==> src/rtl/rfs_pkg.sv <==
package rfs_pkg;

    typedef enum logic [2:0] {
        ST_IDLE,
        ST_CSET,
        ST_RASLO,
        ST_PRE,
        ST_SR,
        ST_SR_EXIT
    } rfs_state_e;

    typedef enum logic [2:0] {
        K_CBR,
        K_ROW,
        K_BURST_IN,
        K_ENTRY,
        K_BURST_OUT
    } rfs_kind_e;

    typedef struct packed {
        logic ras_n;
        logic cas_n;
        logic drive;
        logic sr_active;
    } rfs_pins_t;

    // Strobe levels that belong to a given state and cycle kind.
    function automatic rfs_pins_t pins_for(rfs_state_e st, rfs_kind_e k);
        rfs_pins_t p;
        p = '{ras_n: 1'b1, cas_n: 1'b1, drive: 1'b0, sr_active: 1'b0};
        case (st)
            ST_CSET:    begin p.cas_n = 1'b0; p.drive = 1'b1; end
            ST_RASLO:   begin
                p.ras_n = 1'b0;
                p.cas_n = (k == K_ROW);
                p.drive = 1'b1;
            end
            ST_PRE:     p.drive = 1'b1;
            ST_SR:      begin
                p.ras_n = 1'b0; p.cas_n = 1'b0;
                p.drive = 1'b1; p.sr_active = 1'b1;
            end
            ST_SR_EXIT: p.drive = 1'b1;
            default:    ;
        endcase
        return p;
    endfunction

endpackage

==> src/rtl/rfs_interval_timer.sv <==
module rfs_interval_timer #(
    parameter int INTERVAL = 3120
) (
    input  logic clk_i,
    input  logic rst_ni,
    input  logic hold_i,
    input  logic clear_i,
    output logic tick_o
);
    localparam int CW = (INTERVAL > 2) ? $clog2(INTERVAL) : 1;
    localparam logic [CW-1:0] LAST = CW'(INTERVAL - 1);

    typedef struct packed {
        logic [CW-1:0] cnt;
    } tmr_t;

    tmr_t q, d;

    always_comb begin
        d      = q;
        tick_o = 1'b0;
        if (clear_i) begin
            d.cnt = '0;
        end else if (!hold_i) begin
            if (q.cnt == LAST) begin
                d.cnt  = '0;
                tick_o = 1'b1;
            end else begin
                d.cnt = q.cnt + 1'b1;
            end
        end
    end

    always_ff @(posedge clk_i) begin
        if (!rst_ni) q <= '0;
        else         q <= d;
    end

endmodule

==> src/rtl/rfs_owed_counter.sv <==
module rfs_owed_counter #(
    parameter int MAX_OWED = 8
) (
    input  logic clk_i,
    input  logic rst_ni,
    input  logic inc_i,
    input  logic dec_i,
    input  logic clear_i,
    output logic pending_o,
    output logic full_o
);
    localparam int OW = $clog2(MAX_OWED + 1);
    localparam logic [OW-1:0] CEIL = OW'(MAX_OWED);

    typedef struct packed {
        logic [OW-1:0] owed;
    } owed_t;

    owed_t q, d;

    always_comb begin
        d = q;
        if (clear_i) begin
            d.owed = '0;
        end else if (inc_i && !dec_i) begin
            if (q.owed != CEIL) d.owed = q.owed + 1'b1;
        end else if (dec_i && !inc_i) begin
            if (q.owed != '0) d.owed = q.owed - 1'b1;
        end
        pending_o = (q.owed != '0);
        full_o    = (q.owed == CEIL);
    end

    always_ff @(posedge clk_i) begin
        if (!rst_ni) q <= '0;
        else         q <= d;
    end

endmodule

==> src/rtl/rfs_strobe_fsm.sv <==
module rfs_strobe_fsm
    import rfs_pkg::*;
#(
    parameter int ROW_BITS = 12,
    parameter int T_CSR    = 1,
    parameter int T_RAS    = 12,
    parameter int T_RP     = 8,
    parameter int T_SRE    = 20100,
    parameter int T_RPS    = 22
) (
    input  logic                clk_i,
    input  logic                rst_ni,
    input  logic                mode_row_i,
    input  logic                sr_req_i,
    input  logic                gnt_i,
    input  logic                pending_i,
    output logic                req_o,
    output logic                done_o,
    output logic                clear_o,
    output logic                hold_o,
    output logic                ras_n_o,
    output logic                cas_n_o,
    output logic                drive_o,
    output logic                sr_active_o,
    output logic [ROW_BITS-1:0] addr_o
);
    localparam int M1   = (T_SRE > T_RAS) ? T_SRE : T_RAS;
    localparam int M2   = (T_RPS > T_RP) ? T_RPS : T_RP;
    localparam int M3   = (M1 > M2) ? M1 : M2;
    localparam int MAXT = (M3 > T_CSR) ? M3 : T_CSR;
    localparam int TW   = $clog2(MAXT + 1);

    localparam logic [TW-1:0] C_CSR = TW'(T_CSR - 1);
    localparam logic [TW-1:0] C_RAS = TW'(T_RAS - 1);
    localparam logic [TW-1:0] C_RP  = TW'(T_RP - 1);
    localparam logic [TW-1:0] C_SRE = TW'(T_SRE - 1);
    localparam logic [TW-1:0] C_RPS = TW'(T_RPS - 1);

    typedef struct packed {
        rfs_state_e          state;
        rfs_kind_e           kind;
        logic [TW-1:0]       cnt;
        logic [ROW_BITS-1:0] left;
        logic [ROW_BITS-1:0] row;
        rfs_pins_t           pins;
    } fsm_t;

    fsm_t q, d;

    always_comb begin
        d       = q;
        d.cnt   = q.cnt + 1'b1;
        done_o  = 1'b0;
        clear_o = 1'b0;
        req_o   = (q.state == ST_IDLE) && (sr_req_i || pending_i);
        hold_o  = (q.state != ST_IDLE) &&
                  (q.kind == K_BURST_IN || q.kind == K_ENTRY || q.kind == K_BURST_OUT);

        case (q.state)
            ST_IDLE: begin
                d.cnt = '0;
                if (req_o && gnt_i) begin
                    if (sr_req_i) begin
                        d.kind  = K_BURST_IN;
                        d.left  = '1;
                        d.state = ST_CSET;
                    end else if (mode_row_i) begin
                        d.kind  = K_ROW;
                        d.state = ST_RASLO;
                    end else begin
                        d.kind  = K_CBR;
                        d.state = ST_CSET;
                    end
                end
            end
            ST_CSET: begin
                if (q.cnt == C_CSR) begin
                    d.cnt   = '0;
                    d.state = ST_RASLO;
                end
            end
            ST_RASLO: begin
                if (q.kind == K_ENTRY) begin
                    if (q.cnt == C_SRE) begin
                        d.cnt   = '0;
                        d.state = ST_SR;
                    end
                end else if (q.cnt == C_RAS) begin
                    d.cnt   = '0;
                    d.state = ST_PRE;
                end
            end
            ST_PRE: begin
                if (q.cnt == C_RP) begin
                    d.cnt = '0;
                    case (q.kind)
                        K_ROW: begin
                            done_o  = 1'b1;
                            d.row   = q.row + 1'b1;
                            d.state = ST_IDLE;
                        end
                        K_BURST_IN: begin
                            d.state = ST_CSET;
                            if (q.left == '0) begin
                                d.kind  = K_ENTRY;
                                clear_o = 1'b1;
                            end else begin
                                d.left = q.left - 1'b1;
                            end
                        end
                        K_BURST_OUT: begin
                            if (q.left == '0) begin
                                clear_o = 1'b1;
                                d.state = ST_IDLE;
                            end else begin
                                d.left  = q.left - 1'b1;
                                d.state = ST_CSET;
                            end
                        end
                        default: begin
                            done_o  = 1'b1;
                            d.state = ST_IDLE;
                        end
                    endcase
                end
            end
            ST_SR: begin
                d.cnt = '0;
                if (!sr_req_i) begin
                    d.state = ST_SR_EXIT;
                    d.kind  = K_BURST_OUT;
                    d.left  = '1;
                end
            end
            ST_SR_EXIT: begin
                if (q.cnt == C_RPS) begin
                    d.cnt   = '0;
                    d.state = ST_CSET;
                end
            end
            default: d.state = ST_IDLE;
        endcase

        d.pins = pins_for(d.state, d.kind);

        ras_n_o     = q.pins.ras_n;
        cas_n_o     = q.pins.cas_n;
        drive_o     = q.pins.drive;
        sr_active_o = q.pins.sr_active;
        addr_o      = q.row;
    end

    always_ff @(posedge clk_i) begin
        if (!rst_ni) begin
            q.state <= ST_IDLE;
            q.kind  <= K_CBR;
            q.cnt   <= '0;
            q.left  <= '0;
            q.row   <= '0;
            q.pins  <= '{ras_n: 1'b1, cas_n: 1'b1, drive: 1'b0, sr_active: 1'b0};
        end else begin
            q <= d;
        end
    end

endmodule

==> src/rtl/dram_refresh_sched.sv <==
module dram_refresh_sched #(
    parameter int ROW_BITS = 12,
    parameter int INTERVAL = 3120,
    parameter int MAX_OWED = 8,
    parameter int T_CSR    = 1,
    parameter int T_RAS    = 12,
    parameter int T_RP     = 8,
    parameter int T_SRE    = 20100,
    parameter int T_RPS    = 22
) (
    input  logic                clk_i,
    input  logic                rst_ni,
    input  logic                mode_row_i,
    input  logic                sr_req_i,
    input  logic                gnt_i,
    output logic                req_o,
    output logic                urgent_o,
    output logic                drive_o,
    output logic                ras_n_o,
    output logic                cas_n_o,
    output logic                we_n_o,
    output logic [ROW_BITS-1:0] addr_o,
    output logic                sr_active_o
);
    logic tick, hold, clear, done, pending;

    rfs_interval_timer #(.INTERVAL(INTERVAL)) u_timer (
        .clk_i   (clk_i),
        .rst_ni  (rst_ni),
        .hold_i  (hold),
        .clear_i (clear),
        .tick_o  (tick)
    );

    rfs_owed_counter #(.MAX_OWED(MAX_OWED)) u_owed (
        .clk_i     (clk_i),
        .rst_ni    (rst_ni),
        .inc_i     (tick),
        .dec_i     (done),
        .clear_i   (clear),
        .pending_o (pending),
        .full_o    (urgent_o)
    );

    rfs_strobe_fsm #(
        .ROW_BITS (ROW_BITS),
        .T_CSR    (T_CSR),
        .T_RAS    (T_RAS),
        .T_RP     (T_RP),
        .T_SRE    (T_SRE),
        .T_RPS    (T_RPS)
    ) u_fsm (
        .clk_i       (clk_i),
        .rst_ni      (rst_ni),
        .mode_row_i  (mode_row_i),
        .sr_req_i    (sr_req_i),
        .gnt_i       (gnt_i),
        .pending_i   (pending),
        .req_o       (req_o),
        .done_o      (done),
        .clear_o     (clear),
        .hold_o      (hold),
        .ras_n_o     (ras_n_o),
        .cas_n_o     (cas_n_o),
        .drive_o     (drive_o),
        .sr_active_o (sr_active_o),
        .addr_o      (addr_o)
    );

    assign we_n_o = 1'b1;

endmodule

==> config.mk <==
export PLATFORM = sky130hd
export DESIGN_NAME = dram_refresh_sched
export DESIGN_NICKNAME = d
export VERILOG_FILES = /design/src/rtl/rfs_pkg.sv /design/src/rtl/rfs_interval_timer.sv /design/src/rtl/rfs_owed_counter.sv /design/src/rtl/rfs_strobe_fsm.sv /design/src/rtl/dram_refresh_sched.sv
export SDC_FILE = /design/constraint.sdc
export NUM_CORES = 1
export LEC_CHECK = 0
export ABC_AREA = 1
export BUFFER_PORTS_ARGS = -buffer_cell sky130_fd_sc_hd__buf_2
export CAP_MARGIN = 25
export CORE_ASPECT_RATIO = 1.1
export CORE_MARGIN = 3
export CORE_UTILIZATION = 54
export DETAILED_ROUTE_END_ITERATION = 7
export HOLD_SLACK_MARGIN = 0.06
export PLACE_DENSITY_LB_ADDON = 0.2
export RECOVER_POWER = 50
export SLEW_MARGIN = 25
export SYNTH_ARGS = -nofsm -noshare
export SYNTH_HDL_FRONTEND = slang
export SYNTH_SLANG_ARGS = --single-unit
==> constraint.sdc <==
create_clock -name clk_i -period 5.36 [get_ports clk_i]
set_input_delay 0.804 -clock clk_i [delete_from_list [all_inputs] [get_ports clk_i]]
set_output_delay 0.804 -clock clk_i [all_outputs]
set_load 0.02 [all_outputs]
==> results.json, run 1 <==
{
  "status": "finished, final reports clean",
  "ys_seq_elements": 65,
  "portBuffers": 22,
  "arrival_ns": 3.35,
  "drive_above_1_share_pct": 9.18,
  "async_reset_ff_share_pct": 0,
  "areaGrowthSynthToFinish_pct": 6.39,
  "pin_count": 24,
  "insertion_delay_ns": 0.34,
  "endpoint_kind": "flip-flop",
  "synth_flop_cell": "dfxtp_1",
  "grt_usage_pct": 21.3,
  "cts_hold_buf": 0,
  "ys_warn_count": 0,
  "overflow": 0,
  "grt_setup_unrepaired": "false",
  "dp_slack_ns": 2.57,
  "num_rows": 31,
  "fin_skew_ns": 0.0105,
  "slew_viol_final": 0,
  "core_area_um2": 6830,
  "clockBufferDepth": 2,
  "path_clk_slew_ns": 0.06,
  "cell_internal_pwr_uw": 854,
  "syn_nets": 595,
  "drtIter0Drc": 192,
  "post-cts-setup-buffer-count": 0,
  "die_w_um": 87.2,
  "start_util_pct": 57.4,
  "synth_top_area_share_pct": 33.2,
  "hpwlAfterDp_um": 6200,
  "finalHoldViolCount": 0,
  "switching_share_pct": 27.9,
  "maxCapViolations": 0,
  "place_congestion": 0.934,
  "place_area_um2": 3990,
  "via_per_inst": 5.30,
  "setup_violations": 0,
  "seqPwrFrac_pct": 44.3,
  "ys_seq_area_share_pct": 33.2,
  "htree_levels": 3,
  "clock-sinks": 65,
  "syn_avg_cell_area_um2": 6.76,
  "grt_max_degree": 18,
  "diodes": 0,
  "yosysMostFrequentCell": "nand2_1",
  "drcViolationCount": 0,
  "whs_ns": 0.481,
  "post_cts_resized": 0,
  "hp-class": "flip-flop to flip-flop",
  "design_area_um2": 4170,
  "yosys.area.top_type": "dfxtp_1",
  "fmax_mhz": 325,
  "via_count": 3606,
  "antenna_found_initial": 0,
  "synth.area.top_cells": "dfxtp_1, nand2_1, nor2_1",
  "start_kind": "flip-flop",
  "synth_edf_count": 0,
  "leakagePower_uw": 0.00163,
  "synth_cell_types": 45,
  "final.setup.tns_ns": 0,
  "vdd_drop_max_v": 0.000191,
  "max_slew_margin_pct": 46.5,
  "cts_tree": "built",
  "ant_nets": 0,
  "die_h_um": 95.3,
  "worst_ep_required_time_ns": 5.63,
  "syn_area_um2": 3920,
  "synth_commonest_cells": "nand2_1, nor2_1, dfxtp_1, inv_1, a21oi_1",
  "die_area_um2": 8320,
  "numCtsBuffers": 9,
  "grt_pass1_vias": 3245,
  "comb_power_share_pct": 15.6,
  "critPathMaxFanout": 9,
  "dr.pass1.iters": 5,
  "drt_wl_total_um": 8250,
  "cts_root_buf": "clkbuf_8",
  "clkPwrFrac_pct": 40.1,
  "fin_crit_sh_pct": 57.5,
  "crit_type": "flip-flop to flip-flop",
  "setup_slack_ns": 2.28,
  "grt_pass1_wl_um": 14200,
  "netlist_instances": 580,
  "nNetsFinal": 609,
  "post_drt_wl_per_cell_um": 12.1,
  "powerDensity_nw_per_um2": 284,
  "min_period_ns": 3.08,
  "worst_pin_slew_ns": 0.803,
  "switching_power_uw": 330
}
==> final cells by class <==
| class | instances | area (µm²) |
|---|---|---|
| well taps | 82 | 103 |
| repair buffers | 23 | 92.6 |
| multi-input cells | 421 | 2160 |
| flip-flops and latches | 65 | 1300 |
| inverters | 74 | 285 |
| clock buffers | 11 | 151 |
| clock inverters | 5 | 77.6 |
| fillers | 635 | 2660 |
==> final timing paths <==
kind	startpoint	end	slack, ns	cells after the start
setup reg to reg	u_fsm.q[28]	u_owed.q[3]	2.28	15
hold / removal	u_fsm.q[28]	u_fsm.q[28]	0.48	1
hold reg to reg	u_fsm.q[28]	u_fsm.q[28]	0.48	1
setup / recovery	u_fsm.q[28]	u_owed.q[3]	2.28	15
==> critical path: stages, from the launching register on <==
cell and delay, ns:
dfxtp_1 0.34, ha_1 0.28, nand3_1 0.11, nor2_1 0.05
nand2_1 0.24, clkinvlp_2 0.42, nand3_1 0.21, ha_1 0.19
inv_1 0.09, ha_1 0.33, nand2_1 0.09, nor2_1 0.04
a211oi_1 0.24, xor2_1 0.20, mux2i_1 0.09, nor2_1 0.11
==> logic make-up after synthesis <==
group | count (synthesis) | synth area share (%)
mux | 1 | 0.255
buf+inv | 94 | 11.1
simple gates | 320 | 37.3
xor+xnor | 19 | 4.25
flops | 65 | 33.2
other cells | 1 | 0.0957
fa+ha+maj | 10 | 3.38
compound gates | 70 | 10.4
==> metal layers <==
layer	routed length [µm]	vias to the layer above	GRT usage [%]
met5	0	-	0
li1	-	1885	-
met2	3790	81	33.7
met1	3830	1619	26.9
met4	236	0	11.9
met3	395	21	4.24
==> sequential cells by signal, summed over array words and instances, names as in the netlist <==
name and cells:
u_fsm.q 33, u_owed.q 4, u_fsm.addr_o 12, u_fsm.sr_active_o 1, u_fsm.cas_n_o 1, u_fsm.ras_n_o 1
u_timer.q 12, u_fsm.drive_o 1
==> power groups by stage <==
stage | logic, µW | clock network [µW] | registers (µW)
6_report | 185 | 475 | 525
5_1_grt | 213 | 503 | 528
4_1_cts | 187 | 483 | 524
3_5_place_dp | 186 | 0 | 535
3_3_place_gp | 182 | 0 | 534
2_1_floorplan | 151 | 0 | 534
==> placed cells by master, fill, tap and decap left out, drive strengths merged, types with 4 or more instances in the layout <==
cell	count
nand2	137
nor2	94
inv	71
dfxtp	65
a21oi	44
nand3	37
clkbuf	29
nor3	25
o21ai	15
xor2	14
nand4	9
ha	9
nor4	8
xnor2	5
buf	5
nor3b	4
==> stage by stage <==
| stage | cells | util [%] | total power, µW |
|---|---|---|---|
| after global placement | 665 | 58.4 | 716 |
| after CTS | 681 | 61.8 | 1190 |
| after global routing | 681 | 61.1 | 1240 |
| after floorplan | 580 | - | 684 |
| final | 681 | 61.1 | 1180 |
| after detailed placement | 665 | 58.4 | 721 |
Power figures use the tool's default switching activity.
==> inputs of run 2 (changes only) <==
==> constraint.sdc (replaced) <==
create_clock -name clk_i -period 2.8 [get_ports clk_i]
set_input_delay 0.42 -clock clk_i [delete_from_list [all_inputs] [get_ports clk_i]]
set_output_delay 0.42 -clock clk_i [all_outputs]
set_load 0.02 [all_outputs]
==> results.json, run 2 (synthesis gave the netlist of run 1 again) <==
{
  "arrival_ns": 2.84,
  "slowest_delay_ns": 0.41,
  "insertion_delay_ns": 0.34,
  "switching_power_uw": 636,
  "setup_violations": 0,
  "portBuffers": 22,
  "fin_crit_sh_pct": 91.7,
  "htree_levels": 3,
  "nNetsFinal": 610,
  "fmax_mhz": 389,
  "cell_internal_pwr_uw": 1730,
  "via_per_inst": 5.34,
  "post_drt_wl_per_cell_um": 12.3,
  "switching_share_pct": 26.9,
  "comb_power_share_pct": 15.0,
  "final.setup.tns_ns": 0,
  "critPathMaxFanout": 8,
  "power_uw": 2370,
  "largest_reg_flops": 33,
  "cts_tree": "built",
  "numCtsBuffers": 9,
  "overflow": 0,
  "hp-class": "input pin to flip-flop",
  "place_congestion": 0.968,
  "crit_top_cell": "nor2_1",
  "num_rows": 31,
  "die_w_um": 87.2,
  "ant_nets": 0,
  "areaGrowthSynthToFinish_pct": 7.92,
  "finalHoldViolCount": 0,
  "cts_root_buf": "clkbuf_8",
  "setup_slack_ns": 0.232,
  "leakagePower_uw": 0.00166,
  "dp_slack_ns": 0.128,
  "core_area_um2": 6830,
  "clockBufferDepth": 2,
  "grt_usage_pct": 21.8,
  "final.fill_count": 633,
  "largest-register": "u_fsm.q",
  "pin_count": 24,
  "utilization_pct": 62.0,
  "die_h_um": 95.3,
  "critPathTopFamily": "simple AND/OR/NAND/NOR gates",
  "path_clk_slew_ns": 0.07,
  "final_cell_mix": "nand2_1, nor2_1, inv_1, dfxtp_1, a21oi_1",
  "crit_type": "flip-flop to flip-flop",
  "status": "finished, final reports clean",
  "seqPwrFrac_pct": 42.4,
  "drt_wl_total_um": 8390,
  "slew_viol_final": 0,
  "drcViolationCount": 0,
  "die_area_um2": 8320,
  "endpoint_kind": "flip-flop",
  "maxCapViolations": 0,
  "hpwlAfterDp_um": 6230,
  "final_common_cell": "nand2_1",
  "min_period_ns": 2.57,
  "fin_skew_ns": 0.0139,
  "diodes": 0,
  "max_slew_margin_pct": 56.9,
  "path_cells": "inv_1, nor3_2, nor2_2, nand2_1, nand2_2, inv_2, nor2_1, ha_1, inv_1, ha_1, nand2_1, nor2_1, a211oi_2, xor2_1, mux2i_1, nor2_1",
  "clkPwrFrac_pct": 42.6,
  "grt_pass1_vias": 3450,
  "place_area_um2": 4000,
  "cts_hold_buf": 0,
  "clock-sinks": 65,
  "path_buf_inv": 3,
  "crit_slowest_cell": "dfxtp_1",
  "drive_above_1_share_pct": 10.5,
  "drtIter0Drc": 168,
  "via_count": 3640,
  "start_kind": "flip-flop",
  "start_util_pct": 57.4,
  "grt_max_degree": 18,
  "vdd_drop_max_v": 0.000315,
  "dr.pass1.iters": 5,
  "design_area_um2": 4230,
  "grt_pass1_wl_um": 14800,
  "worst_ep_required_time_ns": 3.07,
  "antenna_found_initial": 0,
  "powerDensity_nw_per_um2": 560,
  "worst_pin_slew_ns": 0.645
}
-- run 2: metal layers --
metal	GRT usage, %	part of all wire [%]	wire, µm	up-vias
li1	-	-	-	1888
met1	27.8	46	3900	1650
met2	36.1	48	3990	92
met3	3.63	4.6	386	10
met4	9.85	1.4	116	0
met5	0	0	0	-
-- run 2: power groups by stage --
stage                     combinational, µW  sequential (µW)  clock (µW)
after global routing                    409             1010        1070
after CTS                               360             1000        1030
after floorplan                         288             1020           0
after global placement                  350             1020           0
final                                   356             1000        1010
after detailed placement                357             1020           0
-- run 2: cell type report --
cell class | instances | area, µm² | share of cell area [%]
timing repair buffer | 24 | 100 | 2.37
clock buffer | 12 | 155 | 3.67
clock inverter | 4 | 98.8 | 2.34
sequential | 65 | 1300 | 30.8
tap | 82 | 103 | 2.43
multi-input combinational | 421 | 2180 | 51.6
inverter | 74 | 287 | 6.78
-- run 2: timing repair --
action	4_1_cts	5_1_grt
setup buffers	0	0
setup endpoints to repair	0	1
resized for setup	0	9
-- run 2: per-stage QoR --
| stage | instances | hold slack, ns |
|---|---|---|
| 4_1_cts | 682 | 0.432 |
| 2_1_floorplan | 580 | 0.433 |
| 5_1_grt | 682 | 0.454 |
| 3_5_place_dp | 666 | 0.460 |
| 3_3_place_gp | 666 | 0.450 |
| 6_report | 682 | 0.446 |
-- run 2: final timing paths --
path / from / endpoint / slack, ns / cells past startpoint
min: rst_ni / u_fsm.q[16] / 0.45 / 3
min reg2reg: u_fsm.q[28] / u_fsm.q[28] / 0.47 / 1
max: u_fsm.q[44] / u_owed.q[3] / 0.23 / 16
max reg2reg: u_fsm.q[44] / u_owed.q[3] / 0.23 / 16
-- run 2: worst register-to-register path, stage by stage (launching register included) --
cell	delay, ns
dfxtp_1	0.41
inv_1	0.10
nor3_2	0.20
nor2_2	0.09
nand2_1	0.08
nand2_2	0.11
inv_2	0.14
nor2_1	0.06
ha_1	0.21
inv_1	0.13
ha_1	0.29
nand2_1	0.09
nor2_1	0.04
a211oi_2	0.18
xor2_1	0.18
mux2i_1	0.09
nor2_1	0.10
==> inputs of run 3 (changes only) <==
==> constraint.sdc (replaced) <==
create_clock -name clk_i -period 2.8 [get_ports clk_i]
set_input_delay 0 -clock clk_i [delete_from_list [all_inputs] [get_ports clk_i]]
set_output_delay 0 -clock clk_i [all_outputs]
set_load 0.02 [all_outputs]
==> results.json, run 3 (synthesis gave the netlist of run 1 again) <==
{
  "clock-sinks": 65,
  "worst_pin_slew_ns": 0.679,
  "ant_nets": 0,
  "numCtsBuffers": 9,
  "largest_reg_flops": 33,
  "core_area_um2": 6830,
  "cts_root_buf": "clkbuf_8",
  "fmax_mhz": 388,
  "critPathMaxFanout": 8,
  "hp-class": "input pin to flip-flop",
  "post-cts-setup-buffer-count": 0,
  "fin_skew_ns": 0.0139,
  "diodes": 0,
  "antenna_found_initial": 0,
  "clockBufferDepth": 2,
  "powerDensity_nw_per_um2": 559,
  "nNetsFinal": 611,
  "grt_max_degree": 18,
  "via_count": 3671,
  "status": "finished, final reports clean",
  "final_common_cell": "nand2_1",
  "die_w_um": 87.2,
  "busiest_layer": "met2",
  "htree_levels": 3,
  "endpoint_kind": "flip-flop",
  "rr_endpoint": "u_owed.q[3]",
  "fin_crit_sh_pct": 92.2,
  "pin_count": 24,
  "reg2reg_slack_ns": 0.22,
  "drt_wl_total_um": 8470,
  "drcViolationCount": 0,
  "cts_tree": "built",
  "drtIter0Drc": 206,
  "final_cell_mix": "nand2_1, nor2_1, inv_1, dfxtp_1, a21oi_1",
  "grtUsageMet2_pct": 36.2,
  "drive_above_1_share_pct": 10.5,
  "min_period_ns": 2.58,
  "reg2regPathDepth": 16,
  "insertion_delay_ns": 0.34,
  "die_area_um2": 8320,
  "dr.pass1.iters": 5,
  "finalHoldViolCount": 0,
  "worst_ep_required_time_ns": 3.07,
  "arrival_ns": 2.85,
  "met1_usage_pct": 27.8,
  "portBuffers": 22,
  "num_rows": 31,
  "power_uw": 2370,
  "crit_type": "flip-flop to flip-flop",
  "crit_start": "u_fsm.q[44]",
  "largest-register": "u_fsm.q",
  "grt_usage_pct": 21.9,
  "slew_viol_final": 0,
  "post_drt_wl_per_cell_um": 12.4,
  "path_clk_slew_ns": 0.07,
  "utilization_pct": 62.1,
  "start_kind": "flip-flop",
  "setup_violations": 0,
  "max_slew_margin_pct": 54.6,
  "hp-start": "gnt_i",
  "grt_pass1_vias": 3456,
  "overflow": 0,
  "grt_pass1_wl_um": 14800,
  "areaGrowthSynthToFinish_pct": 8.17,
  "leakagePower_uw": 0.00167,
  "use_met3_pct": 3.63,
  "cp-endpoint": "u_owed.q[3]",
  "maxCapViolations": 0,
  "place_congestion": 0.968,
  "rr_startpoint": "u_fsm.q[44]",
  "hpwlAfterDp_um": 6230,
  "via_per_inst": 5.37,
  "die_h_um": 95.3,
  "start_util_pct": 57.4,
  "whs_ns": 0.101,
  "vdd_drop_max_v": 0.000314
}
## run 3: changes by cell type in the layout (fill, tap and decap cells not counted)
cell / previous run / this run
dlygate4sd3_1: 0 / 1
## run 3: worst min-delay path by stage
stage	to	slack [ns]	depth (start not counted)
finish	u_fsm.q[45]	0.10	4
CTS	u_fsm.q[45]	0.09	4
global route	u_fsm.q[45]	0.17	4
detailed placement	u_fsm.q[16]	0.36	3
global placement	u_fsm.q[16]	0.36	3
floorplan	u_fsm.addr_o[0]	0.14	2
## run 3: where the power goes
group	leakage [µW]	internal (µW)	total, µW	switching, µW
clock network	0.000127	643	1010	364
registers	0.000528	965	1000	38.9
logic	0.00101	125	359	234
## run 3: critical path, cell delays in order (launching register included)
cell and delay [ns]:
dfxtp_1 0.41, inv_1 0.10, nor2_2 0.19, inv_1 0.09, nand2_1 0.08, nand2_2 0.11
inv_2 0.14, nor2_1 0.06, ha_1 0.21, inv_1 0.12, ha_1 0.29, nand2_1 0.09
nor2_1 0.04, a211oi_2 0.19, xor2_1 0.18, mux2i_1 0.09, nor2_1 0.10
## run 3: final cells by class
class	instances	area (µm²)
Clock buffer	12	155
Clock inverter	4	98.8
Fill cell	632	2590
Inverter	74	287
Multi-Input combinational cell	421	2180
Sequential cell	65	1300
Tap cell	82	103
Timing Repair Buffer	25	110
## run 3: through the flow
step	instance area [µm²]	worst slack, ns	instances	setup TNS (ns)
floorplan	3920	0.404	580	0
global placement	4000	0.323	666	0
detailed placement	4000	0.128	666	0
CTS	4260	0.0817	683	0
global route	4240	-0.0126	683	-0.0126
finish	4240	0.220	683	0
## run 3: per-layer routing
layer	up-vias	share of wire, %
met3	18	5.1
met2	102	47
li1	1888	-
met4	0	1.9
met1	1663	46
met5	-	0
## run 3: repair_timing
| item | in CTS | in global routing |
|---|---|---|
| resized for setup | 0 | 9 |
| setup endpoints to repair | 0 | 1 |
| endpoints found under the hold margin | 11 | 0 |
| hold buffers | 1 | 0 |
